**src/rtl/frac_div_pkg.sv**
```systemverilog
package frac_div_pkg;

  typedef enum logic {
    FD_DIVIDE = 1'b0,
    FD_PASS   = 1'b1
  } fd_mode_e;

  // A setting cannot be divided when L is zero or the ratio D/L is below 2.
  function automatic fd_mode_e mode_of(input logic [31:0] l, input logic [31:0] d);
    logic [32:0] twice_l;
    twice_l = {l, 1'b0};
    if (l == 32'd0 || twice_l > {1'b0, d}) return FD_PASS;
    return FD_DIVIDE;
  endfunction

endpackage

```
**src/rtl/fd_setting_reg.sv**
```systemverilog
module fd_setting_reg
  import frac_div_pkg::*;
#(
  parameter int W = 12
) (
  input  logic         clk_i,
  input  logic         rst_i,
  input  logic [W-1:0] l_i,
  input  logic [W-1:0] d_i,
  input  logic         boundary_i,
  output logic [W-1:0] act_l_o,
  output logic [W-1:0] act_d_o,
  output fd_mode_e     mode_o,
  output logic         chg_o
);

  logic [W-1:0] l_q;
  logic [W-1:0] d_q;

  assign chg_o   = (l_i != l_q) || (d_i != d_q);
  assign act_l_o = l_q;
  assign act_d_o = d_q;
  assign mode_o  = mode_of(32'(l_q), 32'(d_q));

  always_ff @(posedge clk_i) begin
    if (rst_i || mode_o == FD_PASS || (boundary_i && chg_o)) begin
      l_q <= l_i;
      d_q <= d_i;
    end
  end

endmodule

```
**src/rtl/fd_phase_acc.sv**
```systemverilog
module fd_phase_acc
  import frac_div_pkg::*;
#(
  parameter int W = 12
) (
  input  logic         clk_i,
  input  logic         rst_i,
  input  logic [W-1:0] l_i,
  input  logic [W-1:0] d_i,
  input  fd_mode_e     mode_i,
  input  logic         chg_i,
  output logic         toggle_o,
  output logic         phase_o,
  output logic [W+1:0] acc_o
);

  localparam int AW = W + 2;

  logic [AW-1:0] acc_q;
  logic [AW-1:0] sum;
  logic          phase_q;

  assign sum      = acc_q + {1'b0, l_i, 1'b0};
  assign toggle_o = (mode_i == FD_DIVIDE) && (sum >= {2'b00, d_i});
  assign phase_o  = phase_q;
  assign acc_o    = acc_q;

  always_ff @(posedge clk_i) begin
    if (rst_i || mode_i == FD_PASS) begin
      acc_q   <= '0;
      phase_q <= 1'b0;
    end else if (toggle_o) begin
      phase_q <= ~phase_q;
      acc_q   <= chg_i ? '0 : (sum - {2'b00, d_i});
    end else begin
      acc_q   <= sum;
    end
  end

endmodule

```
**src/rtl/frac_clk_div.sv**
```systemverilog
module frac_clk_div
  import frac_div_pkg::*;
#(
  parameter int W = 12
) (
  input  logic         clk_i,
  input  logic         rst_i,
  input  logic [W-1:0] num_l_i,
  input  logic [W-1:0] den_d_i,
  output logic         clk_o
);

  logic [W-1:0] act_l;
  logic [W-1:0] act_d;
  fd_mode_e     mode;
  logic         chg;
  logic         toggle;
  logic         phase;
  logic [W+1:0] acc;

  fd_setting_reg #(.W(W)) set_i (
    .clk_i      (clk_i),
    .rst_i      (rst_i),
    .l_i        (num_l_i),
    .d_i        (den_d_i),
    .boundary_i (toggle),
    .act_l_o    (act_l),
    .act_d_o    (act_d),
    .mode_o     (mode),
    .chg_o      (chg)
  );

  fd_phase_acc #(.W(W)) acc_i (
    .clk_i    (clk_i),
    .rst_i    (rst_i),
    .l_i      (act_l),
    .d_i      (act_d),
    .mode_i   (mode),
    .chg_i    (chg),
    .toggle_o (toggle),
    .phase_o  (phase),
    .acc_o    (acc)
  );

  // The select comes only from registered settings, so it never changes mid-phase.
  assign clk_o = (mode == FD_PASS) ? clk_i : phase;

endmodule

```
**config.mk**
```make
export PLATFORM = sky130hd
export DESIGN_NAME = frac_clk_div
export DESIGN_NICKNAME = d
export VERILOG_FILES = /design/src/rtl/frac_div_pkg.sv /design/src/rtl/fd_setting_reg.sv /design/src/rtl/fd_phase_acc.sv /design/src/rtl/frac_clk_div.sv
export SDC_FILE = /design/constraint.sdc
export NUM_CORES = 1
export LEC_CHECK = 0
export BUFFER_PORTS_ARGS = -buffer_cell sky130_fd_sc_hd__buf_4
export CAP_MARGIN = 5
export CORE_MARGIN = 1
export CORE_UTILIZATION = 50
export DETAILED_ROUTE_END_ITERATION = 6
export PLACE_DENSITY = 0.71
export SETUP_SLACK_MARGIN = 0.1
export SLEW_MARGIN = 20
export SYNTH_ARGS = -nofsm -noshare
export SYNTH_HDL_FRONTEND = slang
export SYNTH_SLANG_ARGS = --single-unit
```
**constraint.sdc**
```tcl
create_clock -name clk_i -period 3.9 [get_ports clk_i]
set_input_delay 0.585 -clock clk_i [delete_from_list [all_inputs] [get_ports clk_i]]
set_output_delay 0.585 -clock clk_i [all_outputs]
set_load 0.05 [all_outputs]
```
Word level (Yosys, flattened, before mapping)
Cells that the tools add are included.
- flip-flop bits (word level): 39
- bits of input ports: 26
- output and inout port bits: 1
- logic and storage cells: 25
- $add $sub $neg: 2
- magnitude comparators: 2
- eq/ne operators: 2
- muxes and demuxes: 6
- bitwise logic cells: 2
- reduce and logical (&&, ||, !) cells: 7
- operator list (cell ; number):
    two-way mux 14 bit ; 2
    != test 12 bit ; 2
    adder 14 x 13 -> 14 bit ; 1
    greater-or-equal comparator 14 x 12 -> 1 bit ; 1
    subtractor 14 x 12 -> 14 bit ; 1
    > comparator 13 x 12 -> 1 bit ; 1
    zero test 12 bit ; 1
    logical OR 1 bit ; 4
    two-way mux 1 bit ; 4
    logical AND 1 bit ; 2
    NOT 1 bit ; 2

Depth between registers and ports, before layout
Gate-level depths: netlist (run 1).
- depth after elaboration: 8
- gate-level depth with buffers: 16
- gate-level depth less buffers: 15

By module
A second synthesis (run 1) with hierarchy kept.
- cell total of the unflattened synthesis: 333
- area, all modules: 3155.5 µm²
- modules (own cells, without submodules) (module ; instances ; cells an instance ; area each (µm²) ; seq. area each (µm²)):
    fd_phase_acc ; 1 ; 230 ; 1825.5 ; 300.3
    fd_setting_reg ; 1 ; 102 ; 1315.0 ; 720.7
    frac_clk_div ; 1 ; 1 ; 15.0 ; 0.0

==> flow_summary.json, run 1 <==
{
  "yosysTopAreaCell": "edfxtp_1",
  "max_freq_mhz": 273,
  "switchingPower_mw": 0.523,
  "synth_edf_count": 24,
  "design_area_um2": 3690,
  "cts_tree": "done",
  "synth_common_cells": "ha_1 (35), xnor2_1 (32), a21oi_1 (26)",
  "postLayoutSetupSlackWorst_ps": 242,
  "place_area_um2": 3470,
  "ys_types": 58,
  "rsz0062_at_grt": "false",
  "setup_viol": 0,
  "ir_worst_vdd_mv": 0.316,
  "dr.first_iter.drc_count": 190,
  "io_pins": 27,
  "switching_share_pct": 34.5,
  "core-area_um2": 6030,
  "syn_inst": 332,
  "grt_max_degree": 25,
  "hold_viol": 0,
  "cap_viol_max_count": 0,
  "critical_path_buf_inv_count": 2,
  "reg2reg_to": "set_i.act_d_o[0]$_DFFE_PP_",
  "clk_latency_ps": 410,
  "grt_overflow_total": 0,
  "initial_utilization_pct": 52.5,
  "synth_area_um2": 3160,
  "yosys-top-cells-area": "edfxtp_1 (23%), ha_1 (14%), dfxtp_1 (9.5%)",
  "fin_util_pct": 61.2,
  "period_needed_ps": 3660,
  "yosysWarnings": 0,
  "seq_power_share_pct": 33.1,
  "clk_pin_slew_ps": 80,
  "grt_pass1_vias": 2509,
  "status": "finished clean",
  "intPower_mw": 0.993,
  "end_kind": "flop",
  "syn_area_per_cell_um2": 9.53,
  "gp_congestion": 0.912,
  "cpLargestDelayFamily": "compound AO/OA/AOI/OAI gates",
  "whs_ps": 373,
  "die-area_um2": 6650,
  "gr-usage-all-layers_pct": 24.9,
  "diodes": 0,
  "post_route_cells_drive_above_1_share_pct": 20.1,
  "required_ps": 4060,
  "crit_fanout": 24,
  "reg2reg_from": "set_i.act_l_o[0]$_DFFE_PP_",
  "num_vias": 2678,
  "p_leak_nw": 1.51,
  "reg2reg_depth": 16,
  "finClkSkew_ps": 11.4,
  "avgViaCountPerCell": 6.03,
  "tightestPinTransition_ps": 696,
  "path_class": "reg2reg",
  "ys.flop_type": "edfxtp_1",
  "crit_path_top_delay_cell": "edfxtp_1",
  "yosysSeqAreaShare_pct": 32.3,
  "crit_path_start": "set_i.act_l_o[0]$_DFFE_PP_",
  "area_delta_synth_final_pct": 16.6,
  "synth_nets": 395,
  "drv_slew": 0,
  "synth_top_area_share_pct": 22.8,
  "rows": 28,
  "worstHoldPathType": "in2reg",
  "grt_pass1_wl_um": 12100,
  "share_comb_of_total_power_pct": 34.8,
  "die_h_um": 81.5,
  "synth_most_common_cell": "ha_1",
  "setup_tns_ps": 0,
  "place_hpwl_um": 5770,
  "crit_chain": "ha_4, inv_1, fa_2, nor2b_4, o2111ai_2, a31oi_4, a31oi_2, xnor2_1, ha_1, and2_2, o21ai_0, o21ai_2, a211o_1, o21ai_1, nand2b_1, buf_12",
  "post-place-ws_ps": 93.7,
  "num-nets-final": 431,
  "slowest_delay_ps": 430,
  "antenna_found_initial": 0,
  "numPortBuffers": 26,
  "cp-start-kind": "flop",
  "die_width_um": 81.5,
  "drc": 0,
  "crit_end": "set_i.act_d_o[0]$_DFFE_PP_",
  "cp.depth": 16,
  "async_reset_ff_share_pct": 0,
  "fill_cells": 506,
  "postRouteAntennaNets": 0,
  "powerDensity_nw_per_um2": 411,
  "finalWirelength_um": 7610,
  "max_slew_margin_pct": 53.1,
  "clockPowerShare_pct": 32.1,
  "crit_arrival_ps": 3820,
  "synth_seq_cells": 39,
  "r2r_slack_ps": 240,
  "period_share_pct": 93.8,
  "post_drt_wl_per_cell_um": 17.1,
  "dr.pass1.iters": 5
}
registers in the layout, indices dropped and copies added, names as in the netlist:
signal,count
acc_i.acc_o,14
set_i.act_d_o,12
acc_i.phase_o,1
set_i.act_l_o,12
layer usage:
metal | part of all wire (%) | GRT usage [%] | vias up
met5 | 0 | 0 | -
met4 | 1.4 | 7.32 | 0
met3 | 6.3 | 6.44 | 14
met2 | 48 | 40.8 | 115
met1 | 44 | 31.9 | 1245
li1 | - | - | 1304
how the worst min path moves through the flow:
stage | endpoint | from | slack (ps) | depth (start not counted)
floorplan | acc_i.acc_o[0]$_SDFFE_PP0N_ | acc_i.acc_o[0]$_SDFFE_PP0N_ | 440 | 2
global placement | acc_i.acc_o[0]$_SDFFE_PP0N_ | acc_i.acc_o[0]$_SDFFE_PP0N_ | 450 | 2
detailed placement | acc_i.acc_o[0]$_SDFFE_PP0N_ | acc_i.acc_o[0]$_SDFFE_PP0N_ | 470 | 2
CTS | set_i.act_d_o[1]$_DFFE_PP_ | den_d_i[1] | 370 | 1
global route | set_i.act_d_o[1]$_DFFE_PP_ | den_d_i[1] | 370 | 1
finish | set_i.act_d_o[1]$_DFFE_PP_ | den_d_i[1] | 370 | 1
through the flow:
stage          std cells  power [mW]
2_1_floorplan        332       0.921
3_3_place_gp         431        1.05
3_5_place_dp         431        1.06
4_1_cts              442        1.51
5_1_grt              444        1.59
6_report             444        1.52
placed cells by master (no fill, tap or decap), drive strengths merged, types with 10 or more instances in the layout:
cell     n
inv     20
ha      35
nor2    23
a21o    10
buf     34
a21oi   27
o21ai   20
dfxtp   15
xnor2   33
edfxtp  24
nand3   19
nand2   11
power groups by stage:
| stage | registers, mW | logic [mW] | clock network [mW] |
|---|---|---|---|
| after floorplan | 0.500 | 0.381 | 0.0397 |
| after global placement | 0.509 | 0.494 | 0.0511 |
| after detailed placement | 0.510 | 0.502 | 0.0511 |
| after CTS | 0.500 | 0.511 | 0.495 |
| after global routing | 0.504 | 0.579 | 0.510 |
| final | 0.501 | 0.527 | 0.487 |
layout make-up:
cell class              count  area [um^2]  area share [%]
clock buffers              10          131            3.56
clock inverters             2         35.0           0.950
inverters                  20         75.1            2.04
multi-input cells         265         2060            55.8
flip-flops and latches     39         1020            27.7
well taps                  75         93.8            2.54
repair buffers             33          273            7.40
cells by family (layout without fill, tap and decap cells):
| logic type | Yosys count | after routing | share of synthesized area, % |
|---|---|---|---|
| muxes | 1 | 1 | 0.356 |
| adders and majority gates | 37 | 37 | 15.1 |
| DFF | 39 | 39 | 32.3 |
| xor gates and xnor gates | 42 | 42 | 12.2 |
| and+or+nand+nor | 94 | 94 | 15.8 |
| AOI/OAI and AO/OA | 91 | 91 | 20.3 |
| buffers and inverters | 28 | 65 | 4.00 |
what timing repair did:
action / 4_1_cts / 5_1_grt
hold buffers: 0 / 0
setup endpoints to repair: 24 / 37
setup buffers: 0 / 2
resized for setup: 1 / 8
pin swaps: 0 / 4
Power figures use the tool's default switching activity.
==> inputs of run 2 (changes only) <==
SYNTH_HIERARCHICAL = 1   (was not set)
==> flow_summary.json, run 2 <==
{
  "period_share_pct": 99.5,
  "yosysSeqAreaShare_pct": 32.4,
  "gp_congestion": 0.940,
  "ctsHoldBuffers": 0,
  "ys.flop_type": "edfxtp_1",
  "cp-start-kind": "flop",
  "intPower_mw": 1.08,
  "critical_path_buf_inv_count": 2,
  "required_ps": 4080,
  "worstHoldPathType": "in2reg",
  "postRouteAntennaNets": 0,
  "die-area_um2": 6630,
  "switchingPower_mw": 0.700,
  "io_pins": 27,
  "slowest_delay_ps": 510,
  "rsz0062_at_grt": "true",
  "initial_utilization_pct": 52.7,
  "powerDensity_nw_per_um2": 464,
  "status": "finished clean",
  "p_leak_nw": 1.65,
  "seq_power_share_pct": 29.4,
  "period_needed_ps": 3880,
  "synth_top_area_share_pct": 22.8,
  "crit_fanout": 6,
  "finalWirelength_um": 8060,
  "switching_share_pct": 39.4,
  "end_kind": "flop",
  "rows": 28,
  "clk_pin_slew_ps": 90,
  "yosysWarnings": 6,
  "area_delta_synth_final_pct": 21.5,
  "post_route_cells_drive_above_1_share_pct": 24.2,
  "synth_edf_count": 24,
  "setup_viol": 0,
  "post_drt_wl_per_cell_um": 17.4,
  "final_cell_mix": "buf_4 (48), ha_1 (33), inv_1 (27)",
  "numPortBuffers": 26,
  "largest_reg_flops": 14,
  "gr-usage-all-layers_pct": 26.1,
  "crit_chain": "ha_4, inv_2, fa_2, nor2b_2, o21ai_2, nand3_1, a21oi_2, xnor2_2, ha_1, a21o_1, a21o_1, a21oi_2, o21ai_2, or3_4, nor2_4, nor2_1, a2111o_2, clkbuf_16",
  "grt_overflow_total": 0,
  "hold_viol": 0,
  "drc": 0,
  "ir_worst_vdd_mv": 0.251,
  "clk_latency_ps": 410,
  "avgViaCountPerCell": 5.93,
  "die_width_um": 81.4,
  "syn_inst": 333,
  "fin_util_pct": 64.0,
  "cap_viol_max_count": 0,
  "async_reset_ff_share_pct": 0,
  "core-area_um2": 5990,
  "yosysTopAreaCell": "edfxtp_1",
  "place_area_um2": 3580,
  "num-nets-final": 451,
  "grt_pass1_wl_um": 12700,
  "crit_arrival_ps": 4060,
  "ys_types": 58,
  "synth_seq_cells": 39,
  "total_power_mw": 1.78,
  "tightestPinTransition_ps": 706,
  "dr.pass1.iters": 6,
  "design_area_um2": 3830,
  "diodes": 0,
  "drv_slew": 0,
  "crit_path_top_delay_cell": "a2111o_2",
  "synth_most_common_cell": "ha_1",
  "synth_common_cells": "ha_1 (35), inv_1 (28), xnor2_1 (28)",
  "clockPowerShare_pct": 23.7,
  "max_slew_margin_pct": 52.9,
  "path_class": "reg2reg",
  "grt_max_degree": 25,
  "cpLargestDelayFamily": "compound AO/OA/AOI/OAI gates",
  "synth_area_um2": 3160,
  "grt_busiest_layer": "met2",
  "grt_pass1_vias": 2646,
  "die_h_um": 81.4,
  "final_common_cell": "buf_4",
  "antenna_found_initial": 0,
  "cts_tree": "done",
  "dr.first_iter.drc_count": 187,
  "yosys-top-cells-area": "edfxtp_1 (23%), ha_1 (14%), dfxtp_1 (9.5%)",
  "share_comb_of_total_power_pct": 46.9,
  "max_freq_mhz": 258,
  "use_met1_pct": 32.8,
  "finClkSkew_ps": 5.23,
  "setup_tns_ps": 0,
  "whs_ps": 365,
  "num_vias": 2752,
  "met3_usage_pct": 5.44,
  "synth_nets": 396,
  "place_hpwl_um": 6200,
  "syn_area_per_cell_um2": 9.48,
  "use_met2_pct": 43.9
}
-- run 2: cell count changes after synthesis, sizes merged, moves of 3 or more --
cell | before | now
a211o | 6 | 2
nand3 | 19 | 11
nor2 | 23 | 27
xor2 | 9 | 14
o21bai | 0 | 4
a21oi | 27 | 20
a31oi | 4 | 1
nand4 | 9 | 15
a21o | 10 | 6
xnor2 | 33 | 29
or3 | 1 | 4
inv | 20 | 28
-- run 2: layout make-up --
| class | instances | area, um^2 |
|---|---|---|
| fill | 522 | 2160 |
| multi-input combinational | 260 | 2070 |
| sequential | 39 | 1020 |
| timing repair buffer | 50 | 409 |
| clock buffer | 9 | 118 |
| inverter | 28 | 105 |
| tap | 75 | 93.8 |
| clock inverter | 3 | 20.0 |
-- run 2: path summary, 6_finish.rpt --
kind                            endpoint                        start  slack, ps  cells past startpoint
max reg2reg   set_i/act_l_o[6]$_DFFE_PP_   set_i/act_l_o[0]$_DFFE_PP_         20                     18
max           set_i/act_l_o[6]$_DFFE_PP_   set_i/act_l_o[0]$_DFFE_PP_         20                     18
min          set_i/act_d_o[10]$_DFFE_PP_                  den_d_i[10]        370                      1
min reg2reg  acc_i/acc_o[0]$_SDFFE_PP0P_  acc_i/acc_o[0]$_SDFFE_PP0P_        480                      2
-- run 2: repair_timing --
action	4_1_cts	5_1_grt
buffers inserted	0	4
setup endpoints to repair	24	31
gates resized for setup	2	10
pin swaps	2	14
gates cloned	0	2
-- run 2: worst register-to-register path: cells and delay by family, from the launching register on --
kind | cells | cell delay (ps)
and+or+nand+nor | 5 | 770
xor gates and xnor gates | 1 | 150
DFF | 1 | 400
AOI/OAI and AO/OA | 7 | 1250
adders and majority gates | 3 | 850
buffers and inverters | 2 | 240
-- run 2: logic make-up after synthesis --
family / synth area share (%)
AO/OA/AOI/OAI: 17.5
XOR/XNOR: 12.4
adder cells (fa/ha/maj): 15.1
buffers and inverters: 4.44
flip-flops: 32.4
multiplexers: 1.11
AND/OR/NAND/NOR: 17.0
-- run 2: layer usage --
layer  part of all wire (%)  wire (um)
met4                    2.5        203
met1                     46       3690
met2                     47       3790
met5                      0          0
met3                    4.7        376
-- run 2: through the flow --
stage	setup slack (ps)	instances
after floorplan	-96.7	333
after global placement	73.9	447
after detailed placement	-11.7	447
after CTS	1.41	458
after global routing	-137	464
final	18.0	464
-- run 2: power groups by stage --
| stage | clock, mW | combinational (mW) | sequential, mW |
|---|---|---|---|
| after floorplan | 0.0480 | 0.550 | 0.524 |
| after global placement | 0.0591 | 0.755 | 0.531 |
| after detailed placement | 0.0591 | 0.768 | 0.531 |
| after CTS | 0.428 | 0.775 | 0.523 |
| after global routing | 0.456 | 0.914 | 0.528 |
| final | 0.421 | 0.834 | 0.522 |
==> inputs of run 3 (changes only) <==
ABC_AREA = 1   (was not set)
==> flow_summary.json, run 3 <==
{
  "status": "finished clean",
  "die-area_um2": 7270,
  "finalWirelength_um": 8100,
  "p_leak_nw": 2.05,
  "gp_congestion": 0.916,
  "area_delta_synth_final_pct": 13.8,
  "period_needed_ps": 3610,
  "num_vias": 3071,
  "synth_common_cells": "nand2_1 (116), inv_1 (80), nor2_1 (56)",
  "hold_viol": 0,
  "yosysWarnings": 6,
  "crit_chain": "inv_1, fa_1, nand3b_1, nand2_2, a21oi_1, nor2_1, nor2_1, xnor2_1, ha_1, nand2_1, nor2_2, nand2_1, o21bai_1, a21oi_2, nand3_4, nand2_4, inv_1, nand2_1, nand2_4, clkbuf_16",
  "crit_top_cell": "nand2_1",
  "synth_top_family_by_area": "simple AND/OR/NAND/NOR gates",
  "post_drt_wl_per_cell_um": 13.6,
  "syn_inst": 481,
  "initial_utilization_pct": 53.0,
  "avgViaCountPerCell": 5.14,
  "crit_fanout": 12,
  "rows": 29,
  "ir_worst_vdd_mv": 0.274,
  "numPortBuffers": 26,
  "clk_latency_ps": 400,
  "rsz0062_at_grt": "false",
  "grt_pass1_wl_um": 13400,
  "dr.pass1.iters": 4,
  "synth_seq_cells": 39,
  "end_kind": "flop",
  "yosysTopAreaCell": "edfxtp_1",
  "slowest_delay_ps": 500,
  "num-nets-final": 582,
  "die_h_um": 85.2,
  "cts_tree": "done",
  "required_ps": 4020,
  "crit_arrival_ps": 3730,
  "fill_cells": 613,
  "synth_edf_count": 24,
  "synth_compound_gate_area_share_pct": 8.13,
  "path_class": "reg2reg",
  "grt_pass1_vias": 3061,
  "synth-simple-area-share_pct": 29.6,
  "synth_xor_xnor_area_share_pct": 8.60,
  "total_power_mw": 1.84,
  "period_share_pct": 92.7,
  "postRouteAntennaNets": 0,
  "antenna_found_initial": 0,
  "gr-usage-all-layers_pct": 23.7,
  "synth_top_area_share_pct": 20.8,
  "grt_max_degree": 25,
  "crit_path_top_delay_cell": "edfxtp_1",
  "multiInputGateArea_um2": 2100,
  "ys_types": 30,
  "dr.first_iter.drc_count": 154,
  "finClkSkew_ps": 7.36,
  "post_route_cells_drive_above_1_share_pct": 16.7,
  "yosys-top-cells-area": "edfxtp_1 (21%), ha_1 (13%), nand2_1 (13%)",
  "synth_most_common_cell": "nand2_1",
  "tightestPinTransition_ps": 638,
  "async_reset_ff_share_pct": 0,
  "cp-start-kind": "flop",
  "largest_reg_flops": 14,
  "drc": 0,
  "synth_nets": 544,
  "synth_mux_area_share_pct": 0,
  "final_cell_mix": "nand2_1 (113), inv_1 (80), nor2_1 (55)",
  "powerDensity_nw_per_um2": 467,
  "syn_area_per_cell_um2": 7.20,
  "place_hpwl_um": 6390,
  "synthAdderAreaFrac_pct": 13.8,
  "drv_slew": 0,
  "cap_viol_max_count": 0,
  "clk_pin_slew_ps": 80,
  "worstHoldPathType": "in2reg",
  "setup_viol": 0,
  "grt_overflow_total": 0,
  "synth_area_um2": 3460,
  "die_width_um": 85.2,
  "max_freq_mhz": 277,
  "seq_area_um2": 1020,
  "ys.flop_type": "edfxtp_1",
  "io_pins": 27,
  "final_common_cell": "nand2_1",
  "max_slew_margin_pct": 57.3,
  "diodes": 0,
  "core-area_um2": 6530,
  "setup_tns_ps": 0,
  "yosysSeqAreaShare_pct": 29.5
}
run 3: cell type report:
| cell class | instances | area share, % |
|---|---|---|
| multi-input combinational | 352 | 53.4 |
| sequential | 39 | 25.9 |
| inverter | 85 | 8.09 |
| timing repair buffer | 32 | 6.85 |
| clock buffer | 9 | 2.98 |
| tap | 77 | 2.44 |
| clock inverter | 3 | 0.381 |
run 3: final timing paths:
check | from | end | slack (ps) | depth (start not counted)
max | set_i/act_l_o[1]$_DFFE_PP_ | set_i/act_l_o[8]$_DFFE_PP_ | 290 | 20
min | den_d_i[5] | set_i/act_d_o[5]$_DFFE_PP_ | 370 | 1
min reg2reg | acc_i/acc_o[0]$_SDFFE_PP0P_ | acc_i/acc_o[0]$_SDFFE_PP0P_ | 480 | 2
max reg2reg | set_i/act_l_o[1]$_DFFE_PP_ | set_i/act_l_o[8]$_DFFE_PP_ | 290 | 20
run 3: routing by layer:
metal,vias to the layer above,routed length [um],track usage [%]
li1,1597,-,-
met1,1388,3730,28.6
met2,67,3810,42.2
met3,19,392,4.77
met4,0,174,7.70
met5,-,0,0
run 3: cell families (layout without fill, tap and decap cells):
group           after synthesis  in the layout
xor+xnor                     34             34
flops                        39             39
fa+ha+maj                    37             37
buf+inv                      90            129
compound gates               46             46
simple gates                235            235
run 3: worst max-delay path: cells and delay by family, from the launching register on:
family | cells | cell delay (ps)
AND/OR/NAND/NOR | 11 | 1180
adder cells (fa/ha/maj) | 2 | 810
flip-flops | 1 | 500
buffers and inverters | 3 | 370
AO/OA/AOI/OAI | 3 | 330
XOR/XNOR | 1 | 150
run 3: per-stage QoR:
step           area (um^2)  setup WS [ps]  hold slack (ps)  instances  utilization, %
2_1_floorplan         3460            280              444        481               -
3_3_place_gp          3730            248              464        581            57.1
3_5_place_dp          3730            107              465        581            57.1
4_1_cts               3860            134              365        592            59.1
5_1_grt               3940           95.5              358        597            60.4
6_report              3940            285              367        597            60.4
run 3: what timing repair did:
action | in CTS | in global routing
resized for setup | 1 | 8
buffers inserted | 0 | 4
pin swaps | 0 | 5
gates cloned | 0 | 1
endpoints found under the setup margin | 24 | 37
hold buffers | 0 | 0
run 3: power breakdown:
part	switching, mW	total (mW)	leakage [nW]	internal, mW
Clock	0.202	0.402	0.0738	0.201
Combinational	0.554	0.906	1.61	0.352
Sequential	0.0435	0.532	0.372	0.489
Total	0.799	1.84	2.05	1.04
